$ cat src/rtl/irqf_pkg.sv
package irqf_pkg;
   localparam int REG_W   = 8;
   // bit positions; software decodes these
   localparam int POS_DT  = 7;
   localparam int POS_AD  = 6;
   localparam int POS_RSV = 5;
   localparam int POS_TG  = 4;
   localparam int POS_TFH = 3;
   localparam int POS_TFL = 2;
   localparam int POS_TC  = 1;
   localparam int POS_EC  = 0;
   localparam logic [REG_W-1:0] FLAG_MASK = 8'hDF;
   typedef logic [REG_W-1:0] reg_t;
endpackage

$ cat src/rtl/irqf_edge.sv
module irqf_edge #(
   parameter logic RST_VAL = 1'b0
) (
   input  logic clk,
   input  logic rst_n,
   input  logic d,
   output logic rise,
   output logic fall
);
   logic d_q;

   always_ff @(posedge clk or negedge rst_n) begin
      if (!rst_n) d_q <= RST_VAL;
      else        d_q <= d;
   end

   assign rise = d & ~d_q;
   assign fall = ~d & d_q;
endmodule

$ cat src/rtl/irqf_wrap.sv
module irqf_wrap #(
   parameter int W     = 8,
   parameter bit BIDIR = 1'b1
) (
   input  logic         clk,
   input  logic         rst_n,
   input  logic [W-1:0] cnt,
   input  logic         up,
   output logic         wrap
);
   localparam logic [W-1:0] ALL1 = {W{1'b1}};
   localparam logic [W-1:0] ALL0 = {W{1'b0}};

   logic [W-1:0] prev_q;
   logic         valid_q;
   logic         wrap_up, wrap_dn;

   always_ff @(posedge clk or negedge rst_n) begin
      if (!rst_n) begin
         prev_q  <= ALL0;
         valid_q <= 1'b0;
      end else begin
         prev_q  <= cnt;
         valid_q <= 1'b1;
      end
   end

   generate
      if (BIDIR) begin : g_bidir
         assign wrap_up = valid_q & up  & (prev_q == ALL1) & (cnt == ALL0);
         assign wrap_dn = valid_q & ~up & (prev_q == ALL0) & (cnt == ALL1);
      end else begin : g_uponly
         logic up_unused;
         assign up_unused = up;
         assign wrap_up = valid_q & (prev_q == ALL1) & (cnt == ALL0);
         assign wrap_dn = 1'b0;
      end
   endgenerate

   assign wrap = wrap_up | wrap_dn;
endmodule

$ cat src/rtl/irqf_event_gen.sv
module irqf_event_gen
   import irqf_pkg::*;
#(
   parameter int TF_W = 8,
   parameter int TC_W = 8,
   parameter int EC_W = 8
) (
   input  logic            clk,
   input  logic            rst_n,
   input  logic            dt_sleep,
   input  logic            dt_enable,
   input  logic            dt_taken,
   input  logic            adc_busy,
   input  logic            tf_mode16,
   input  logic [TF_W-1:0] tf_cnt_hi,
   input  logic [TF_W-1:0] tf_cnt_lo,
   input  logic [TF_W-1:0] tf_cmp_hi,
   input  logic [TF_W-1:0] tf_cmp_lo,
   input  logic            tg_pin_sel,
   input  logic            tg_edge_fall,
   input  logic            tg_pin,
   input  logic            tg_ovf,
   input  logic            tg_ovie,
   input  logic            tc_up,
   input  logic [TC_W-1:0] tc_cnt,
   input  logic [EC_W-1:0] ec_cnt,
   output reg_t            set_vec
);
   localparam int TF_FULL = 2 * TF_W;

   logic                ad_rise_unused, ad_fall;
   logic                tf_match_hi8, tf_match_lo8, tf_match16;
   logic                tf_cond_hi, tf_cond_lo;
   logic                tfh_rise, tfh_fall_unused, tfl_rise, tfl_fall_unused;
   logic                tg_rise, tg_fall, tg_edge_hit;
   logic                tc_wrap, ec_wrap;
   logic [TF_FULL-1:0]  tf_cnt_cat, tf_cmp_cat;

   // converter end of conversion = busy falling
   irqf_edge #(.RST_VAL(1'b0)) u_ad_edge (
      .clk(clk), .rst_n(rst_n), .d(adc_busy),
      .rise(ad_rise_unused), .fall(ad_fall)
   );

   // timer F compare: meaning depends on the cascade mode
   assign tf_cnt_cat   = {tf_cnt_hi, tf_cnt_lo};
   assign tf_cmp_cat   = {tf_cmp_hi, tf_cmp_lo};
   assign tf_match_hi8 = (tf_cnt_hi == tf_cmp_hi);
   assign tf_match_lo8 = (tf_cnt_lo == tf_cmp_lo);
   assign tf_match16   = (tf_cnt_cat == tf_cmp_cat);
   assign tf_cond_hi   = tf_mode16 ? tf_match16 : tf_match_hi8;
   assign tf_cond_lo   = ~tf_mode16 & tf_match_lo8;

   irqf_edge #(.RST_VAL(1'b0)) u_tfh_edge (
      .clk(clk), .rst_n(rst_n), .d(tf_cond_hi),
      .rise(tfh_rise), .fall(tfh_fall_unused)
   );
   irqf_edge #(.RST_VAL(1'b0)) u_tfl_edge (
      .clk(clk), .rst_n(rst_n), .d(tf_cond_lo),
      .rise(tfl_rise), .fall(tfl_fall_unused)
   );

   // timer G pin edge
   irqf_edge #(.RST_VAL(1'b0)) u_tg_edge (
      .clk(clk), .rst_n(rst_n), .d(tg_pin),
      .rise(tg_rise), .fall(tg_fall)
   );
   assign tg_edge_hit = tg_pin_sel & (tg_edge_fall ? tg_fall : tg_rise);

   // counters that wrap
   irqf_wrap #(.W(TC_W), .BIDIR(1'b1)) u_tc_wrap (
      .clk(clk), .rst_n(rst_n), .cnt(tc_cnt), .up(tc_up), .wrap(tc_wrap)
   );
   irqf_wrap #(.W(EC_W), .BIDIR(1'b0)) u_ec_wrap (
      .clk(clk), .rst_n(rst_n), .cnt(ec_cnt), .up(1'b1), .wrap(ec_wrap)
   );

   always_comb begin
      set_vec          = '0;
      set_vec[POS_DT]  = dt_sleep & dt_enable & dt_taken;
      set_vec[POS_AD]  = ad_fall;
      set_vec[POS_TG]  = tg_edge_hit | (tg_ovf & tg_ovie);
      set_vec[POS_TFH] = tfh_rise;
      set_vec[POS_TFL] = tfl_rise;
      set_vec[POS_TC]  = tc_wrap;
      set_vec[POS_EC]  = ec_wrap;
   end
endmodule

$ cat src/rtl/irqf_flag_bank.sv
module irqf_flag_bank #(
   parameter int               W    = 8,
   parameter logic [W-1:0]     MASK = 8'hDF
) (
   input  logic         clk,
   input  logic         rst_n,
   input  logic         wr,
   input  logic [W-1:0] wdata,
   input  logic [W-1:0] set,
   output logic [W-1:0] flags
);
   genvar i;
   generate
      for (i = 0; i < W; i++) begin : g_bit
         if (MASK[i]) begin : g_flag
            logic q;
            logic clr;
            assign clr = wr & ~wdata[i];
            // set has priority over clear
            always_ff @(posedge clk or negedge rst_n) begin
               if (!rst_n)      q <= 1'b0;
               else if (set[i]) q <= 1'b1;
               else if (clr)    q <= 1'b0;
            end
            assign flags[i] = q;
         end else begin : g_hole
            logic unused_in;
            assign unused_in = wdata[i] ^ set[i];
            assign flags[i]  = 1'b0;
         end
      end
   endgenerate
endmodule

$ cat src/rtl/irq_flag_reg.sv
module irq_flag_reg
   import irqf_pkg::*;
#(
   parameter int TF_W = 8,
   parameter int TC_W = 8,
   parameter int EC_W = 8
) (
   input  logic            clk,
   input  logic            rst_n,
   input  logic            bus_wr,
   input  logic [7:0]      bus_wdata,
   output logic [7:0]      rd_data,
   output logic [7:0]      irq,
   input  logic            dt_sleep,
   input  logic            dt_enable,
   input  logic            dt_taken,
   input  logic            adc_busy,
   input  logic            tf_mode16,
   input  logic [TF_W-1:0] tf_cnt_hi,
   input  logic [TF_W-1:0] tf_cnt_lo,
   input  logic [TF_W-1:0] tf_cmp_hi,
   input  logic [TF_W-1:0] tf_cmp_lo,
   input  logic            tg_pin_sel,
   input  logic            tg_edge_fall,
   input  logic            tg_pin,
   input  logic            tg_ovf,
   input  logic            tg_ovie,
   input  logic            tc_up,
   input  logic [TC_W-1:0] tc_cnt,
   input  logic [EC_W-1:0] ec_cnt
);
   generate
      if (TF_W < 1 || TF_W > 32) begin : g_bad_tf
         $error("irq_flag_reg: TF_W out of range");
      end
      if (TC_W < 2 || EC_W < 2) begin : g_bad_cnt
         $error("irq_flag_reg: counter widths must be at least 2");
      end
      if (FLAG_MASK[POS_RSV]) begin : g_bad_mask
         $error("irq_flag_reg: reserved bit must hold no flag");
      end
   endgenerate

   reg_t set_vec;
   reg_t flags;

   irqf_event_gen #(.TF_W(TF_W), .TC_W(TC_W), .EC_W(EC_W)) u_events (
      .clk(clk), .rst_n(rst_n),
      .dt_sleep(dt_sleep), .dt_enable(dt_enable), .dt_taken(dt_taken),
      .adc_busy(adc_busy),
      .tf_mode16(tf_mode16), .tf_cnt_hi(tf_cnt_hi), .tf_cnt_lo(tf_cnt_lo),
      .tf_cmp_hi(tf_cmp_hi), .tf_cmp_lo(tf_cmp_lo),
      .tg_pin_sel(tg_pin_sel), .tg_edge_fall(tg_edge_fall), .tg_pin(tg_pin),
      .tg_ovf(tg_ovf), .tg_ovie(tg_ovie),
      .tc_up(tc_up), .tc_cnt(tc_cnt), .ec_cnt(ec_cnt),
      .set_vec(set_vec)
   );

   irqf_flag_bank #(.W(REG_W), .MASK(FLAG_MASK)) u_bank (
      .clk(clk), .rst_n(rst_n), .wr(bus_wr), .wdata(bus_wdata),
      .set(set_vec), .flags(flags)
   );

   assign rd_data = flags | ~FLAG_MASK;
   assign irq     = flags;
endmodule

$ cat config.mk
export PLATFORM = sky130hd
export DESIGN_NAME = irq_flag_reg
export DESIGN_NICKNAME = d
export VERILOG_FILES = /design/src/rtl/irqf_pkg.sv /design/src/rtl/irqf_edge.sv /design/src/rtl/irqf_wrap.sv /design/src/rtl/irqf_event_gen.sv /design/src/rtl/irqf_flag_bank.sv /design/src/rtl/irq_flag_reg.sv
export SDC_FILE = /design/constraint.sdc
export NUM_CORES = 1
export LEC_CHECK = 0
export ABC_CLOCK_PERIOD_IN_PS = 1200
export BUFFER_PORTS_ARGS = -buffer_cell sky130_fd_sc_hd__buf_2
export CORE_ASPECT_RATIO = 1.5
export CORE_MARGIN = 2
export CORE_UTILIZATION = 37
export CTS_CLUSTER_SIZE = 10
export DETAILED_ROUTE_END_ITERATION = 16
export PLACE_DENSITY = 0.76
export RECOVER_POWER = 100
export SLEW_MARGIN = 25
export SYNTH_ARGS = -nofsm -noshare
export SYNTH_HDL_FRONTEND = slang
export SYNTH_SLANG_ARGS = --single-unit
$ cat constraint.sdc
create_clock -name clk -period 1.2 [get_ports clk]
set_input_delay 0.18 -clock clk [delete_from_list [all_inputs] [get_ports clk]]
set_output_delay 0.18 -clock clk [all_outputs]
set_load 0.02 [all_outputs]
* Word-level counts from Yosys, hierarchy flattened
Cells that the tools add are included.
** Word-level totals
- Register bits after elaboration :: 28
- Input bits :: 70
- Output and inout port bits :: 16
** Cells by class
- Eq/ne operators :: 6
- Muxes and demuxes :: 16
- Bitwise operators :: 41
- Reductions and logical operators :: 10
** Operator list (number)
- $and A1 B1 Y1 :: 25
- $eq A8 B8 Y1 const B :: 3
- $logic_not A8 Y1 :: 3
- $eq A16 B16 Y1 :: 1
- $eq A8 B8 Y1 :: 2
- $mux W1 :: 16
- $not A1 Y1 :: 14
- $reduce_bool A2 Y1 :: 7
- $or A1 B1 Y1 :: 2

* Logic depth before layout (Yosys ltp)
Gate-level depths: netlist (run 1).
- Word-level depth :: 6
- Mapped depth :: 4
- Depth with buffers taken out :: 4

* Hierarchy
From an unflattened synthesis (run 1), not the netlist that was laid out.
** Unflattened totals
- Cell total of the unflattened synthesis :: 125
- Area, all modules :: 1438.9 um^2
** Modules (own cells, without submodules)
- irqf_flag_bank :: instances 1, cells each 30, area each 335.3 um^2, sequential area each 175.2 um^2
- irqf_wrap (u_events.u_tc_wrap) :: instances 1, cells each 23, area each 325.3 um^2, sequential area each 225.2 um^2
- irqf_wrap (u_events.u_ec_wrap) :: instances 1, cells each 17, area each 290.3 um^2, sequential area each 225.2 um^2
- irqf_event_gen :: instances 1, cells each 34, area each 264.0 um^2, sequential area each 0.0 um^2
- irqf_edge :: instances 4, cells each 3, area each 40.0 um^2, sequential area each 25.0 um^2
- irq_flag_reg :: instances 1, cells each 9, area each 63.8 um^2, sequential area each 0.0 um^2

* Worst setup path before layout (run 1)
No wires, ideal clock.
- Path type :: flip-flop to flip-flop
- From :: reg u_events.u_tc_wrap.prev_q[2]
- To :: reg u_bank.g_bit[1].g_flag.q
- Arrival :: 1.198 ns
- Data required time :: 1.131 ns
- Setup slack :: -0.067 ns
- Cell stages (with the launch flop) :: 5
- Clock period less this slack :: 1.267 ns
- Cell sequence :: dfrtp_1 or4b_1 nor3_2 nand4b_1 nand3_1
** Between the ends
- Longest elaborated chain between the ends :: 5
- Elaborated cells between the ends (all ways) :: 9
** RTL lines
- start, declared :: line irqf_wrap.sv:14 : logic [W-1:0] prev_q;
- start signal, assigned :: line irqf_wrap.sv:23 : prev_q <= cnt;
- $eq A8 B8 Y1 / $logic_not A8 Y1 (equally long branches) :: line irqf_wrap.sv:30, irqf_wrap.sv:31
- $and A1 B1 Y1, on equally long branches (2 in series) :: line irqf_wrap.sv:30, irqf_wrap.sv:31
- $or A1 B1 Y1 * :: line irqf_wrap.sv:40 : assign wrap = wrap_up | wrap_dn;
- $mux W1 / $reduce_bool A2 Y1 (equally long branches)
- end signal, assigned :: line irqf_flag_bank.sv:21 : if (!rst_n) q <= 1'b0;
- end signal, assigned :: line irqf_flag_bank.sv:22 : else if (set[i]) q <= 1'b1;
- end signal, assigned :: line irqf_flag_bank.sv:23 : else if (clr) q <= 1'b0;
- end, declared :: line irqf_flag_bank.sv:16 : logic q;
Every way passes the cells marked *; elsewhere a longest branch is shown, timed or not.
A chain may end at the register's enable or synchronous reset.

* Worst setup path after layout (run 1)
- From :: reg u_events.u_tc_wrap.prev_q[5]
- To :: reg u_bank.g_bit[1].g_flag.q
The elaborated chain is that of the path after synthesis.

==> results of run 1 <==
[sequential cells by signal, indices dropped and copies added (netlist names)]
register                    count
u_events.u_ec_wrap.prev_q       8
u_events.u_tfl_edge.d_q         1
u_events.u_ad_edge.d_q          1
u_events.u_tc_wrap.valid_q      1
u_events.u_tfh_edge.d_q         1
u_bank.g_bit.g_flag.q           7
u_events.u_tc_wrap.prev_q       8
u_events.u_tg_edge.d_q          1
[where the power goes]
| group | internal, mW | switching [mW] | leakage [nW] | total [mW] |
|---|---|---|---|---|
| Sequential | 0.988 | 0.0199 | 0.340 | 1.01 |
| Clock | 0.447 | 0.277 | 0.0357 | 0.724 |
| Combinational | 0.144 | 0.152 | 0.505 | 0.296 |
[how the worst min path moves through the flow]
| stage | start | to |
|---|---|---|
| after detailed placement | rst_n | u_events.u_tc_wrap.prev_q[0] |
| after floorplan | rst_n | u_bank.g_bit[0].g_flag.q |
| final | ec_cnt[0] | u_events.u_ec_wrap.prev_q[0] |
| after CTS | adc_busy | u_events.u_ad_edge.d_q |
| after global routing | ec_cnt[6] | u_events.u_ec_wrap.prev_q[6] |
| after global placement | rst_n | u_events.u_tc_wrap.prev_q[1] |
[per-layer routing]
layer | wire (um) | part of all wire [%]
met4 | 44 | 1.7
met5 | 0 | 0
met3 | 218 | 8.5
met2 | 1423 | 55
met1 | 889 | 35
[cells by family (layout without fill, tap and decap cells)]
logic type | count (synthesis) | after routing | share of synthesized area (%)
AOI/OAI and AO/OA | 13 | 13 | 5.952
xor gates and xnor gates | 16 | 16 | 11.11
buffers and inverters | 18 | 91 | 10.12
DFF | 28 | 28 | 55.56
other | 2 | 3 | 0.5955
and+or+nand+nor | 35 | 35 | 16.67
[stage by stage]
step           total power [mW]  area (um2)  worst slack (ps)  TNS [ps]  hold slack, ps
2_1_floorplan             1.177        1265            -10.22    -10.22          -115.6
3_3_place_gp              1.316        1615            -45.26    -111.7           194.7
3_5_place_dp              1.324        1615            -77.85    -211.6           197.6
4_1_cts                   2.059        1704            -94.41    -94.41           13.30
5_1_grt                   2.126        1705            -165.2    -165.2           6.626
6_report                  2.028        1705            -78.08    -78.08           19.40
[repair_timing]
item	in CTS	in global routing
endpoints found under the setup margin	1	1
setup buffers	1	0
hold endpoints to repair	28	0
gates cloned	0	0
hold buffers	1	0
gates resized for setup	0	1
pin swaps	1	1
[Yosys cell counts, types with 2 or more instances]
| master | n | area (um2) |
|---|---|---|
| xor2_1 | 16 | 140.1 |
| buf_4 | 16 | 120.1 |
| o21ai_0 | 9 | 45.04 |
| o31ai_1 | 3 | 22.52 |
| nand4_1 | 4 | 25.02 |
| conb_1 | 2 | 7.510 |
| nor2_1 | 4 | 15.01 |
| nand4b_1 | 2 | 17.52 |
| nor4_1 | 7 | 43.79 |
| dfrtp_1 | 28 | 700.7 |
| nand3_1 | 5 | 25.02 |
| nand2_1 | 6 | 22.52 |
| inv_1 | 2 | 7.510 |
[area by class of cell]
type	instances	area [um2]	share of cell area [%]
Clock inverter	1	30.03	1.761
Tap cell	42	52.55	3.081
Multi-Input combinational cell	67	440.4	25.83
Timing Repair Buffer	85	432.9	25.39
Inverter	2	7.507	0.4402
Sequential cell	28	700.7	41.09
Clock buffer	3	41.29	2.421
[worst max-delay path: stages (launching register included)]
cell and delay [ps]:
dfrtp_1 380, or4b_4 530, nor3_2 110, nand4b_1 100, nand3_1 90
==> results.py, run 1 <==
metrics = {
    "run_status": {
        "run_status": "finished with violations",
        "violations": "negative setup slack",
    },
    "route": {
        "drt_iter0_drc": 9,
        "vias_per_cell": 4.645,
        "drc": 0,
        "vias": 1059,
        "wl_per_cell_um": 11.29,
        "wl_um": 2575,
        "dr.pass1.iters": 4,
        "ant_nets": 0,
    },
    "job": {
        "cap_violations": 0,
    },
    "clocking": {
        "path_clk_slew_ps": 90,
        "cts-root-buf": "clkbuf_8",
        "insertion_delay_ps": 270,
        "cts_tree": "yes",
        "cts.path.max_buffers": 2,
        "clock-sinks": 28,
        "cts-htree-levels": 1,
        "numCtsBuffers": 3,
    },
    "global_route": {
        "grt_pass1_vias": 1006,
        "grt_max_degree": 29,
        "met3_usage_pct": 2.549,
        "track_usage_pct": 14.06,
        "overflow": 0,
        "grt_use_met2_pct": 28.49,
        "gr-usage-met1_pct": 12.98,
        "grt_pass1_wl_um": 4008,
        "antenna_found_initial": 0,
        "busiest_layer": "met2",
    },
    "worst_hold_path": {
        "hp-class": "in -> reg",
        "whs_path_depth": 1,
    },
    "sta": {
        "max_freq_mhz": 782.4,
        "hold_violations": 0,
        "fin_crit_ps": 1278,
        "min_period_over_period_pct": 106.5,
        "skew_ps": 6.327,
        "setup_ws_ps": -78.08,
        "maxSlewViolCount": 0,
        "setup_violations": 1,
        "rsz0062_at_grt": "yes",
    },
    "critical_path": {
        "worstSetupPathType": "reg -> reg",
        "timing.rr.start": "u_events.u_tc_wrap.prev_q[5]",
        "critPathMaxFanout": 2,
        "critPathCapture": "u_bank.g_bit[1].g_flag.q",
        "startpoint": "u_events.u_tc_wrap.prev_q[5]",
        "worst_ep_required_time_ps": 1420,
        "r2r_slack_ps": -80,
        "critPathCaptureType": "register",
        "worstSetupStartpointType": "register",
        "timing.rr.end": "u_bank.g_bit[1].g_flag.q",
        "r2r_cells": 4,
        "arrival_ps": 1500,
    },
    "synth": {
        "synth.avg_cell_area_um2": 11.26,
        "synthesis.area_um2": 1261,
        "async_flop_share_pct": 100.0,
        "ys_types": 21,
        "ys.flop_type": "dfrtp_1",
        "synth-seq-cells": 28,
        "synth_edf_count": 0,
        "synthCells": 112,
        "yosysSeqAreaShare_pct": 55.56,
        "yosys_warnings": 0,
    },
    "placement": {
        "gp_congestion": 0.6858,
        "hpwl_um": 2188,
        "dp.cells": 222,
        "port_buffers": 82,
    },
    "layout": {
        "utilization_pct": 51.40,
        "final_cells": 228,
        "fillers": 339,
        "drive_above_1_share_pct": 47.85,
        "num_antenna_cells": 0,
        "final_common_cell": "buf_2",
        "final_cell_mix": "buf_2, dfrtp_1, xor2_1, o21ai_0, nor4_1",
        "syn2layout_area_growth_pct": 35.22,
        "layout.nets": 257,
    },
    "floorplanning": {
        "initial_utilization_pct": 38.01,
        "fp.dieW_um": 51.67,
        "num_io_pins": 86,
        "core_um2": 3318,
        "num_rows": 26,
        "die_area_um2": 3901,
        "die_h_um": 75.51,
    },
    "power": {
        "p_per_area_nw_per_um2": 1189,
        "power_leakage_nw": 0.8802,
        "vdd_drop_max_uv": 801.2,
    },
}
Power figures use the tool's default switching activity.
==> run 2: changes to the inputs <==
Settings changed: GPL_TIMING_DRIVEN from default to 0.
==> run 2 against run 1 <==
Net effect: the flow still finishes with violations (negative setup slack); flip-flop and latch count is the same; register-to-register slack is essentially flat; final cell count grew 6.1%; non-clock buffer count grew 14; worst hold slack gained 4.5 ps; power grew 1.4%; sequential power is essentially flat; worst setup slack gained 9.6 ps; fmax grew 0.76%; wire length shrank 0.43%.
==> results.py, run 2 (same netlist as run 1, synthesis figures left out) <==
metrics = {
    "global_route": {
        "track_usage_pct": 14.11,
        "grt_max_degree": 29,
        "grt_pass1_wl_um": 4202,
        "overflow": 0,
        "grt_pass1_vias": 1035,
        "antenna_found_initial": 0,
    },
    "sta": {
        "worst_slew_pin_slew_ps": 676.4,
        "setup_violations": 1,
        "hold_violations": 0,
        "max_freq_mhz": 788.3,
        "slew_headroom_pct": 54.91,
        "rsz0062_at_grt": "yes",
        "skew_ps": 6.600,
        "finalSetupTns_ps": -68.50,
        "fin_crit_ps": 1268,
        "maxSlewViolCount": 0,
        "min_period_over_period_pct": 105.7,
        "setup_ws_ps": -68.50,
    },
    "run_status": {
        "run_status": "finished with violations",
        "violations": "negative setup slack",
    },
    "worst_hold_path": {
        "min_from": "ec_cnt[1]",
        "whs_path_depth": 1,
        "min_to": "u_events.u_ec_wrap.prev_q[1]",
        "hp-class": "in -> reg",
    },
    "critical_path": {
        "worst_ep_required_time_ps": 1410,
        "worstSetupPathType": "reg -> reg",
        "critPathCaptureType": "register",
        "r2r_slack_ps": -70,
        "timing.rr.start": "u_events.u_tc_wrap.prev_q[4]",
        "worstSetupStartpointType": "register",
        "critPathMaxFanout": 2,
        "timing.rr.end": "u_bank.g_bit[1].g_flag.q",
        "arrival_ps": 1480,
        "r2r_cells": 4,
    },
    "placement": {
        "hpwl_um": 2179,
        "dp.cells": 237,
        "port_buffers": 82,
        "gp_congestion": 0.6814,
    },
    "clocking": {
        "cts_tree": "yes",
        "path_clk_slew_ps": 90,
        "numCtsBuffers": 3,
        "cts-root-buf": "clkbuf_8",
        "insertion_delay_ps": 270,
        "cts_setup_buffers": 0,
        "cts.path.max_buffers": 2,
        "cts-htree-levels": 1,
        "clock-sinks": 28,
    },
    "route": {
        "wl_um": 2564,
        "drt_iter0_drc": 8,
        "dr.pass1.iters": 5,
        "wl_per_cell_um": 10.60,
        "drc": 0,
        "vias": 1089,
        "vias_per_cell": 4.500,
        "ant_nets": 0,
    },
    "layout": {
        "final_cells": 242,
        "final_common_cell": "buf_2",
        "ff_latch_area_um2": 700.7,
        "final_cell_mix": "buf_2, dfrtp_1, xor2_1, buf_4, clkbuf_2",
        "multiInputGateArea_um2": 440.4,
        "syn2layout_area_growth_pct": 43.06,
        "num_antenna_cells": 0,
        "fillers": 322,
        "reg_top3": "u_events.u_ec_wrap.prev_q x8, u_events.u_tc_wrap.prev_q x8, u_bank.g_bit.g_flag.q x7",
        "drive_above_1_share_pct": 49.00,
        "layout.nets": 271,
    },
    "power": {
        "power_mw": 2.057,
        "vdd_drop_max_uv": 990.0,
        "power_leakage_nw": 0.9325,
        "p_per_area_nw_per_um2": 1140,
    },
    "job": {
        "cap_violations": 0,
    },
    "floorplanning": {
        "die_area_um2": 3901,
        "num_io_pins": 86,
        "num_rows": 26,
        "fp.dieW_um": 51.67,
        "initial_utilization_pct": 38.01,
        "die_h_um": 75.51,
        "core_um2": 3318,
    },
}
[run 2: per-layer routing]
| metal | vias up | routed length [um] | global-route usage (%) |
|---|---|---|---|
| met5 | - | 0 | 0 |
| met4 | 0 | 32 | 4.971 |
| met3 | 4 | 215 | 2.353 |
| met2 | 53 | 1398 | 28.21 |
| met1 | 484 | 916 | 14.41 |
| li1 | 548 | - | - |
[run 2: worst max-delay path: stages (launching register included)]
cell,delay (ps)
dfrtp_1,380
or4b_4,530
nor3_2,110
nand4b_1,100
nand3_1,90
[run 2: layout make-up]
cell class | instances | share of cell area, %
multi-input combinational | 67 | 24.41
inverter | 2 | 0.4161
sequential | 28 | 38.83
tap | 42 | 2.913
clock inverter | 1 | 1.664
timing repair buffer | 83 | 22.82
buffer | 16 | 6.657
clock buffer | 3 | 2.288
[run 2: power breakdown]
part	leakage, nW	switching, mW	internal (mW)
Clock	0.0357	0.271	0.446
Sequential	0.340	0.0214	0.988
Combinational	0.557	0.158	0.172
Total	0.932	0.450	1.61
[run 2: what timing repair did]
| action | CTS | global route |
|---|---|---|
| pin swaps | 0 | 1 |
| resized for setup | 1 | 0 |
| setup endpoints to repair | 1 | 1 |
| hold endpoints to repair | 28 | 0 |
| hold buffers | 1 | 0 |
[run 2: through the flow]
stage / instance area [um2] / hold slack [ps] / worst slack [ps] / utilization, %
detailed placement: 1728 / 223.8 / -73.75 / 52.07
CTS: 1813 / 20.69 / -83.33 / 54.64
finish: 1804 / 23.87 / -68.50 / 54.37
global placement: 1728 / 218.7 / -52.68 / 52.07
global route: 1804 / 10.66 / -131.7 / 54.37
floorplan: 1265 / -115.6 / -10.22 / -
[run 2: worst max path at each step]
| stage | startpoint | end | slack, ps | cells past startpoint |
|---|---|---|---|---|
| 2_1_floorplan | u_events.u_tc_wrap.prev_q[4] | u_bank.g_bit[1].g_flag.q | -10 | 4 |
| 3_3_place_gp | tf_cmp_lo[2] | u_bank.g_bit[3].g_flag.q | -50 | 5 |
| 3_5_place_dp | u_events.u_tc_wrap.prev_q[4] | u_bank.g_bit[1].g_flag.q | -70 | 4 |
| 4_1_cts | u_events.u_tc_wrap.prev_q[4] | u_bank.g_bit[1].g_flag.q | -80 | 4 |
| 5_1_grt | u_events.u_tc_wrap.prev_q[4] | u_bank.g_bit[1].g_flag.q | -130 | 4 |
| 6_report | u_events.u_tc_wrap.prev_q[4] | u_bank.g_bit[1].g_flag.q | -70 | 4 |
==> run 3: changes to the inputs <==
Settings changed: HOLD_SLACK_MARGIN from default to 0.1.
==> run 3 against run 2 <==
Net effect: the flow still finishes with violations (negative setup slack); register-to-register slack hardly changed; count of clock-buffer cells in the layout did not move; fmax decreased by 0.54%; clock skew increased by 0.66 ps; worst setup slack worse by 6.8 ps; core utilization up 5.7 points; die area is the same; final cell count rose by 7.9%; critical path type unchanged; critical path depth is the same; first-iteration DRC count grew to 2.5 times the previous value; global-route usage increased by 1.6 points; sequential power is essentially flat; highest routed layer unchanged; critical endpoint unchanged.
==> results.py, run 3 (same netlist as run 1, synthesis figures left out) <==
metrics = {
    "placement": {
        "port_buffers": 82,
        "gp_congestion": 0.6814,
        "hpwl_um": 2179,
        "post_dp_cell_area_um2": 1728,
        "dpl_worst_slack_ps": -73.75,
    },
    "layout": {
        "fin_area_um2": 1992,
        "final_common_cell": "buf_2",
        "reg_top3": "u_events.u_ec_wrap.prev_q x8, u_events.u_tc_wrap.prev_q x8, u_bank.g_bit.g_flag.q x7",
        "drive_above_1_share_pct": 43.84,
        "num_antenna_cells": 0,
        "layout.nets": 290,
        "syn2layout_area_growth_pct": 57.94,
        "final_cell_mix": "buf_2, dfrtp_1, dlygate4sd3_1",
    },
    "run_status": {
        "run_status": "finished with violations",
        "violations": "negative setup slack",
    },
    "route": {
        "wl_um": 2891,
        "drc": 0,
        "drt_iter0_drc": 20,
        "vias_per_cell": 4.471,
        "dr.pass1.iters": 5,
        "vias": 1167,
        "wl_per_cell_um": 11.08,
        "ant_nets": 0,
    },
    "global_route": {
        "antenna_found_initial": 0,
        "grt_max_degree": 29,
        "track_usage_pct": 15.73,
        "grt_pass1_vias": 1140,
        "grt_pass1_wl_um": 4712,
        "overflow": 0,
    },
    "sta": {
        "min_period_over_period_pct": 106.3,
        "max_freq_mhz": 784.1,
        "whs_ps": 119.9,
        "skew_ps": 7.265,
        "maxSlewViolCount": 0,
        "hold_violations": 0,
        "fin_crit_ps": 1275,
        "setup_ws_ps": -75.33,
        "rsz0062_at_grt": "yes",
        "worst_slew_pin_slew_ps": 664.7,
        "setup_violations": 1,
        "slew_headroom_pct": 55.69,
    },
    "worst_hold_path": {
        "hp-class": "in -> reg",
    },
    "power": {
        "vdd_drop_max_uv": 996.1,
        "power_mw": 2.108,
        "power_leakage_nw": 1.007,
        "p_per_area_nw_per_um2": 1058,
    },
    "floorplanning": {
        "die_area_um2": 3901,
        "num_rows": 26,
        "num_io_pins": 86,
        "die_h_um": 75.51,
        "initial_utilization_pct": 38.01,
        "fp.dieW_um": 51.67,
        "core_um2": 3318,
    },
    "clocking": {
        "cts-htree-levels": 1,
        "numCtsBuffers": 3,
        "path_clk_slew_ps": 90,
        "insertion_delay_ps": 270,
        "cts-root-buf": "clkbuf_8",
        "clock-sinks": 28,
        "cts_setup_buffers": 0,
        "cts.path.max_buffers": 2,
        "cts_tree": "yes",
    },
    "critical_path": {
        "critPathCaptureType": "register",
        "worstSetupPathType": "reg -> reg",
        "arrival_ps": 1490,
        "critPathMaxFanout": 2,
        "worstSetupStartpointType": "register",
        "worst_ep_required_time_ps": 1410,
    },
    "job": {
        "cap_violations": 0,
    },
}
run 3: cell types whose count changed in the layout (fill, tap and decap cells not counted):
cell | before | now
clkbuf_2 | 15 | 16
dlygate4sd3_1 | 1 | 20
buf_2 | 60 | 57
clkbuf_1 | 7 | 9
run 3: worst max-delay path, stage by stage (launching register included):
cell and delay (ps):
dfrtp_1 380, or4b_4 530, nor3_2 120, nand4b_1 100
nand3_1 90
run 3: final timing paths:
| check | depth (start not counted) | end | slack (ps) | from |
|---|---|---|---|---|
| hold / removal | 3 | u_bank.g_bit[4].g_flag.q | 120 | tg_ovie |
| hold reg to reg | 1 | u_bank.g_bit[2].g_flag.q | 430 | u_events.u_tfl_edge.d_q |
| setup / recovery | 4 | u_bank.g_bit[1].g_flag.q | -80 | u_events.u_tc_wrap.prev_q[4] |
| min in group asynchronous | 2 | u_events.u_tc_wrap.prev_q[1] | 470 | rst_n |
| setup reg to reg | 4 | u_bank.g_bit[1].g_flag.q | -80 | u_events.u_tc_wrap.prev_q[4] |
| max in group asynchronous | 2 | u_events.u_ec_wrap.prev_q[5] | 300 | rst_n |
run 3: final cells by class:
type	instances	area [um2]
clock inverter	1	30.03
sequential	28	700.7
inverter	2	7.507
tap	42	52.55
timing repair buffer	102	599.3
multi-input combinational	67	440.4
buffer	16	120.1
clock buffer	3	41.29
fill	310	1326
run 3: through the flow:
step	cells	utilization, %	TNS (ps)
finish	261	60.03	-75.33
global placement	237	52.07	-126.1
CTS	261	60.37	-83.33
global route	261	60.03	-158.1
detailed placement	237	52.07	-149.8
floorplan	113	-	-10.22
run 3: per-layer routing:
metal | GRT usage [%] | vias up | wire length [um]
met1 | 16.09 | 519 | 1029
met4 | 5.556 | 0 | 46
met2 | 31.34 | 55 | 1594
met3 | 2.745 | 6 | 220
li1 | - | 587 | -
met5 | 0 | - | 0
run 3: repair_timing:
| item | 4_1_cts | 5_1_grt |
|---|---|---|
| setup endpoints to repair | 1 | 2 |
| gates resized for setup | 1 | 1 |
| endpoints found under the hold margin | 47 | 0 |
| pin swaps | 0 | 1 |
| hold buffers | 20 | 0 |
run 3: report_power, final:
part           leakage (nW)  switching [mW]  total (mW)  internal (mW)
registers             0.340          0.0217        1.01          0.988
clock network        0.0357           0.273       0.719          0.446
logic                 0.631           0.168       0.379          0.211
total                  1.01           0.463        2.11           1.65
